File: config.mk
export PLATFORM = sky130hd
export DESIGN_NAME = gpio_port_ctrl
export DESIGN_NICKNAME = d
export VERILOG_FILES = /design/src/rtl/gpio_port_pkg.sv /design/src/rtl/gpio_sync.sv /design/src/rtl/gpio_pin_cell.sv /design/src/rtl/gpio_port_ctrl.sv
export SDC_FILE = /design/constraint.sdc
export NUM_CORES = 1
export LEC_CHECK = 0
export ABC_AREA = 1
export BUFFER_PORTS_ARGS = -buffer_cell sky130_fd_sc_hd__buf_2
export CORE_UTILIZATION = 60
export DETAILED_ROUTE_END_ITERATION = 10
export GPL_TIMING_DRIVEN = 0
export PLACE_DENSITY = 0.8
export SKIP_LAST_GASP = 1
export SLEW_MARGIN = 20
export SYNTH_ARGS = -nofsm -noshare
export SYNTH_HDL_FRONTEND = slang
export SYNTH_SLANG_ARGS = --single-unit
export TNS_END_PERCENT = 100
File: constraint.sdc
create_clock -name clk -period 1.4 [get_ports clk]
set_input_delay 0 -clock clk [delete_from_list [all_inputs] [get_ports clk]]
set_output_delay 0 -clock clk [all_outputs]
set_load 0.02 [all_outputs]
File: src/rtl/gpio_port_pkg.sv
package gpio_port_pkg;

   typedef enum logic [1:0] {
      TRIG_NONE   = 2'd0,
      TRIG_LEVEL  = 2'd1,
      TRIG_SINGLE = 2'd2,
      TRIG_DOUBLE = 2'd3
   } trig_e;

   // Field order is decoded by software: bit 0 at the bottom.
   typedef struct packed {
      logic  tstamp_en;
      logic  irq_en;
      logic  dbnc_en;
      logic  pol_hi;
      trig_e trig;
      logic  dir_out;
      logic  en;
   } pin_cfg_t;

   localparam int unsigned CFG_W  = $bits(pin_cfg_t);
   localparam int unsigned REG_AW = 3;            // 8 words per pin window

   localparam logic [REG_AW-1:0] OFS_CFG   = 3'd0;
   localparam logic [REG_AW-1:0] OFS_DBNC  = 3'd1;
   localparam logic [REG_AW-1:0] OFS_PAD   = 3'd2;
   localparam logic [REG_AW-1:0] OFS_FLOAT = 3'd3;
   localparam logic [REG_AW-1:0] OFS_LEVEL = 3'd4;
   localparam logic [REG_AW-1:0] OFS_CLR   = 3'd5;

endpackage

File: src/rtl/gpio_sync.sv
module gpio_sync #(
   parameter int unsigned STAGES = 2
) (
   input  logic clk,
   input  logic rst_n,
   input  logic d,
   output logic q
);
   if (STAGES < 2) begin : g_bad_stages
      $error("gpio_sync: STAGES must be at least 2");
   end

   logic [STAGES-1:0] chain_q;

   always_ff @(posedge clk or negedge rst_n) begin
      if (!rst_n) chain_q <= '0;
      else        chain_q <= {chain_q[STAGES-2:0], d};
   end

   assign q = chain_q[STAGES-1];
endmodule

File: src/rtl/gpio_pin_cell.sv
module gpio_pin_cell
   import gpio_port_pkg::*;
#(
   parameter int unsigned DATA_W      = 32,
   parameter int unsigned DBNC_W      = 16,
   parameter int unsigned SYNC_STAGES = 2
) (
   input  logic              clk,
   input  logic              rst_n,
   input  logic              pad_in,
   input  logic              wr_cfg,
   input  logic              wr_dbnc,
   input  logic              wr_float,
   input  logic              wr_level,
   input  logic              wr_clr,
   input  logic [DATA_W-1:0] wdata,
   output pin_cfg_t          cfg_q,
   output logic [DBNC_W-1:0] dbnc_q,
   output logic              float_q,
   output logic              level_q,
   output logic              pin_sync,
   output logic              stat_q,
   output logic              pad_oe,
   output logic              pad_out
);
   logic sync_d, rise, fall, hit, armed, clr_now;

   gpio_sync #(.STAGES(SYNC_STAGES)) u_sync (
      .clk(clk), .rst_n(rst_n), .d(pad_in), .q(pin_sync)
   );

   always_ff @(posedge clk or negedge rst_n) begin
      if (!rst_n) begin
         cfg_q   <= '0;
         dbnc_q  <= '0;
         float_q <= 1'b0;
         level_q <= 1'b0;
         sync_d  <= 1'b0;
      end else begin
         sync_d <= pin_sync;
         if (wr_cfg)   cfg_q   <= pin_cfg_t'(wdata[CFG_W-1:0]);
         if (wr_dbnc)  dbnc_q  <= wdata[DBNC_W-1:0];
         if (wr_float) float_q <= wdata[0];
         if (wr_level) level_q <= wdata[0];
      end
   end

   assign pad_oe  = cfg_q.en & cfg_q.dir_out & ~float_q;
   assign pad_out = pad_oe & level_q;

   assign rise    = pin_sync & ~sync_d;
   assign fall    = ~pin_sync & sync_d;
   assign armed   = cfg_q.en & cfg_q.irq_en;
   assign clr_now = wr_clr & wdata[0];

   always_comb begin
      unique case (cfg_q.trig)
         TRIG_LEVEL:  hit = (pin_sync == cfg_q.pol_hi);
         TRIG_SINGLE: hit = cfg_q.pol_hi ? rise : fall;
         TRIG_DOUBLE: hit = rise | fall;
         default:     hit = 1'b0;
      endcase
   end

   always_ff @(posedge clk or negedge rst_n) begin
      if (!rst_n)             stat_q <= 1'b0;
      else if (clr_now)       stat_q <= 1'b0;
      else if (armed && hit)  stat_q <= 1'b1;
   end

   // the drive enable only turns on after a configuration or float write
   a_r4_oe_after_write: assert property (@(posedge clk) disable iff (!rst_n)
      $rose(pad_oe) |-> $past(wr_cfg || wr_float));

   // a clear with bit 0 set leaves status low after the edge
   a_r10_clear_wins: assert property (@(posedge clk) disable iff (!rst_n)
      (wr_clr && wdata[0]) |=> !stat_q);

   // status never rises out of a disarmed cycle
   a_r9_gated: assert property (@(posedge clk) disable iff (!rst_n)
      !(cfg_q.en && cfg_q.irq_en) |=> !$rose(stat_q));

   // a matching level with no clear latches status
   a_r6_level_sets: assert property (@(posedge clk) disable iff (!rst_n)
      (armed && cfg_q.trig == TRIG_LEVEL && pin_sync == cfg_q.pol_hi && !wr_clr)
      |=> stat_q);

   // any change of the synchronised pin latches a double-edge trigger
   a_r8_double_sets: assert property (@(posedge clk) disable iff (!rst_n)
      (armed && cfg_q.trig == TRIG_DOUBLE && pin_sync != sync_d && !wr_clr)
      |=> stat_q);
endmodule

File: src/rtl/gpio_port_ctrl.sv
module gpio_port_ctrl
   import gpio_port_pkg::*;
#(
   parameter int unsigned NUM_PINS    = 8,
   parameter int unsigned DATA_W      = 32,
   parameter int unsigned DBNC_W      = 16,
   parameter int unsigned ADDR_W      = 7,
   parameter int unsigned SYNC_STAGES = 2
) (
   input  logic                clk,
   input  logic                rst_n,
   input  logic [ADDR_W-1:0]   bus_addr,
   input  logic                bus_we,
   input  logic [DATA_W-1:0]   bus_wdata,
   output logic [DATA_W-1:0]   bus_rdata,
   input  logic [NUM_PINS-1:0] pad_in,
   output logic [NUM_PINS-1:0] pad_out,
   output logic [NUM_PINS-1:0] pad_oe,
   output logic                irq
);
   localparam int unsigned PIN_AW      = ADDR_W - REG_AW;
   localparam int unsigned STATUS_WORD = NUM_PINS << REG_AW;

   if (NUM_PINS < 1 || NUM_PINS > DATA_W) begin : g_bad_pins
      $error("gpio_port_ctrl: NUM_PINS must be 1..DATA_W");
   end
   if (DATA_W < CFG_W || DBNC_W < 1 || DBNC_W > DATA_W) begin : g_bad_width
      $error("gpio_port_ctrl: DATA_W must hold the config and threshold words");
   end
   if (ADDR_W <= REG_AW || STATUS_WORD >= (1 << ADDR_W)) begin : g_bad_addr
      $error("gpio_port_ctrl: ADDR_W too small for the status word");
   end

   logic [PIN_AW-1:0] pin_idx;
   logic [REG_AW-1:0] reg_sel;
   assign pin_idx = bus_addr[ADDR_W-1:REG_AW];
   assign reg_sel = bus_addr[REG_AW-1:0];

   pin_cfg_t          cfg_arr   [NUM_PINS];
   logic [DBNC_W-1:0] dbnc_arr  [NUM_PINS];
   logic [NUM_PINS-1:0] float_vec, level_vec, sync_vec, stat_vec;

   for (genvar p = 0; p < NUM_PINS; p++) begin : g_pin
      logic sel;
      assign sel = bus_we && (pin_idx == PIN_AW'(p));

      gpio_pin_cell #(
         .DATA_W(DATA_W), .DBNC_W(DBNC_W), .SYNC_STAGES(SYNC_STAGES)
      ) u_cell (
         .clk      (clk),
         .rst_n    (rst_n),
         .pad_in   (pad_in[p]),
         .wr_cfg   (sel && reg_sel == OFS_CFG),
         .wr_dbnc  (sel && reg_sel == OFS_DBNC),
         .wr_float (sel && reg_sel == OFS_FLOAT),
         .wr_level (sel && reg_sel == OFS_LEVEL),
         .wr_clr   (sel && reg_sel == OFS_CLR),
         .wdata    (bus_wdata),
         .cfg_q    (cfg_arr[p]),
         .dbnc_q   (dbnc_arr[p]),
         .float_q  (float_vec[p]),
         .level_q  (level_vec[p]),
         .pin_sync (sync_vec[p]),
         .stat_q   (stat_vec[p]),
         .pad_oe   (pad_oe[p]),
         .pad_out  (pad_out[p])
      );
   end

   assign irq = |stat_vec;

   always_comb begin
      bus_rdata = '0;
      if (bus_addr == ADDR_W'(STATUS_WORD)) begin
         bus_rdata[NUM_PINS-1:0] = stat_vec;
      end else begin
         for (int p = 0; p < NUM_PINS; p++) begin
            if (pin_idx == PIN_AW'(p)) begin
               case (reg_sel)
                  OFS_CFG:   bus_rdata[CFG_W-1:0]  = cfg_arr[p];
                  OFS_DBNC:  bus_rdata[DBNC_W-1:0] = dbnc_arr[p];
                  OFS_PAD:   bus_rdata[0]          = sync_vec[p];
                  OFS_FLOAT: bus_rdata[0]          = float_vec[p];
                  OFS_LEVEL: bus_rdata[0]          = level_vec[p];
                  default:   bus_rdata             = '0;
               endcase
            end
         end
      end
   end
endmodule

==> run metrics <==
post-route setup slack -0.618 ns; number of flops mapped to enable cells by yosys 0; violated checks negative hold slack, negative setup slack; final hold viol count 21; PortBufs 64; Area growth, synth to finish 21.9%; Hold WS -0.0203 ns; Critical Path Start Type flop; Final setup viols 31; Critical Path AT 2.02 ns; worst path cell trace nand4_1 -> nand2_1 -> nor2_1 -> nand2_1 -> nand2_1 -> nand2_1 -> nor2_1 -> nand3_1 -> nand2_1 -> nand4_1 -> buf_4; Post-route DRC 0; Crit path top cell by count nand2_1; DR WL/cell 19.3 microns; Worst Max-Slew Pin Slew 0.680 ns; DRT Pass-1 Iters 6; RSZ-0062 raised after global routing true; # diodes 0; Starting Density 61.6%; Worst Skew 0.0164 ns; Seq/Total Area, Yosys 51.6%; fill count 1,401; number of distinct library cells after synthesis 33; slowest CP cell dfrtp_2; Clk pin slew, worst setup/hold paths 0.06 ns; Clock Tree Root clkbuf_16; Detailed Place HPWL 24.8 mm; leakage power 0.00669 uW; CTS tree done; overall routing resource usage 37.0%; Top FF cell, synth dfrtp_1; #FFs+latches synth 240; Pwr Density 1220 nW/um^2; core region area 18,900 sq um; Max-Cap Viols 0; async set-reset flop share out of synthesis 100%; vias per inst 5.88; via count 11,000; vias in the first global route 10,500; Initial DRC Count 1,255; Setup CP Type reg2out; WL final 36.0 mm; commonest non-fill, non-tap cells in the layout nand2_1, o21ai_0, dfrtp_1, inv_1, nor2_1; share of the synthesized area in the top cell type 51.6%; Detail Route Antenna Nets 0; H-tree levels 1; clk buf depth 3; final period utilization 144%; initial antenna violation count 0; Std-Cell Rows 50; Worst slew margin 54.7%; Die W 141 microns; Final Max Tran Viols 0; Die Ht 141 microns; Worst-Skew Late Latency 0.54 ns; Max VDD drop 0.951 mV; CP required 1.40 ns; worst path buffer plus inverter count 1; dpl ws -0.848 ns; CP peak stage delay 0.42 ns; status finished, violations left; io pins 99; Max FO, Critical Path 2; final setup TNS -8.60 ns; die area 20,000 sq um; Final Critical Period 2.02 ns; CTS buffer count 26; first-pass GRT wire length 56.1 mm; Worst setup EP type output pin; area leader, netlist dfrtp_1; min-delay worst type in2async; largest net degree at the start of global routing 84; layout cell share with drive strength beyond 1 18.9%; synth warn 0; Crit path max-delay family simple AND/OR/NAND/NOR gates; Cell Area, Synth 11,600 sq um; most common cell after layout, fill and taps aside nand2_1; # clock sinks 240; largest cells by area after synthesis dfrtp_1, nand2_1, o21ai_0, inv_1, nor2_1; Post-layout nets 1,651; total grt overflow 0; cells after synthesis 1,427; post-layout util 75.1%; Achievable Freq 0.496 GHz; RD Place Congestion 0.980; average size of a mapped cell 8.16 sq um
kinds of logic (layout without fill, tap and decap cells):
| family | after synthesis | after routing | synth area share [%] |
|---|---|---|---|
| AO/OA/AOI/OAI | 350 | 350 | 16.0 |
| XOR/XNOR | 5 | 5 | 0.376 |
| adder cells (fa/ha/maj) | 16 | 16 | 1.72 |
| buffers and inverters | 220 | 379 | 8.67 |
| flip-flops | 240 | 240 | 51.6 |
| multiplexers | 3 | 3 | 0.258 |
| other | 1 | 16 | 0.0322 |
| AND/OR/NAND/NOR | 592 | 593 | 21.3 |
stage by stage:
stage	hold slack, ns	cell area (sq um)	std cells	power, uW
2_1_floorplan	-0.296	11700	1442	9120
3_3_place_gp	0.108	12300	1766	9770
3_5_place_dp	0.0157	12400	1768	9890
4_1_cts	0.0203	13900	1845	17100
5_1_grt	0.0191	14200	1862	17900
6_report	-0.0203	14200	1862	17300
final cells by class:
cell class	instances	area [sq um]	area share, %
sequential	240	6020	42.4
multi-input combinational	983	4990	35.1
timing repair buffer	129	1060	7.44
clock buffer	38	756	5.32
buffer	86	475	3.35
inverter	119	454	3.20
tap	260	325	2.29
clock inverter	7	121	0.855
worst reg2reg max path, delay by kind of cell (launching register included):
kind	cells	cell delay (ns)
adders and majority gates	1	0.26
and+or+nand+nor	1	0.09
AOI/OAI and AO/OA	4	0.40
DFF	1	0.42
buffers and inverters	2	0.25
power breakdown:
| part | internal, uW | leakage (uW) | total [uW] | switching [uW] |
|---|---|---|---|---|
| sequential | 7540 | 0.00306 | 7980 | 438 |
| clock | 4270 | 0.000432 | 7050 | 2770 |
| combinational | 862 | 0.00320 | 2280 | 1420 |
routing by layer:
| metal | vias to the layer above | part of all wire (%) | track usage (%) |
|---|---|---|---|
| li1 | 4964 | - | - |
| met1 | 5199 | 40 | 51.0 |
| met3 | 119 | 10 | 7.59 |
| met5 | - | 0 | 0 |
| met4 | 0 | 5.0 | 18.0 |
| met2 | 670 | 45 | 56.3 |
repair_timing:
action                                  CTS  global route
cloned                                    0             1
setup buffers                            17            21
hold endpoints to repair                281             0
endpoints found under the setup margin   42           259
hold buffers                             27             0
resized for setup                        98            90
pin swaps                                31            43
cell usage after synthesis, drive strengths merged (2+ instances only):
cell	n
o21ai	268
ha	16
nand4	21
a31oi	18
inv	119
xnor2	5
nand3	43
a22o	12
clkbuf	41
buf	60
nand2	404
nor2	101
mux2i	3
nor4	10
dfrtp	240
a21oi	34
o211ai	13
nor3	13
o31ai	2
state kept, by name (all words and copies together), names as in the netlist:
signal / cells
g_pin.u_cell.sync_d: 8
g_pin.u_cell.float_q: 8
g_pin.u_cell.u_sync.chain_q: 16
g_pin.u_cell.dbnc_q: 128
g_pin.u_cell.stat_q: 8
g_pin.u_cell.cfg_q: 64
g_pin.u_cell.level_q: 8
path summary, 6_finish.rpt:
check | from | to | slack, ns | depth (start not counted)
max in group asynchronous | rst_n | g_pin[5].u_cell.float_q | 0.24 | 4
min in group clk | bus_we | g_pin[5].u_cell.stat_q | 0.05 | 4
min | rst_n | g_pin[0].u_cell.dbnc_q[8] | -0.02 | 2
max reg2reg | g_pin[1].u_cell.u_sync.chain_q[1] | g_pin[1].u_cell.stat_q | -0.09 | 8
max | g_pin[1].u_cell.u_sync.chain_q[1] | bus_rdata[0] | -0.62 | 11
min reg2reg | g_pin[1].u_cell.u_sync.chain_q[0] | g_pin[1].u_cell.u_sync.chain_q[1] | 0.35 | 0
(Power assumes the default switching activity.)
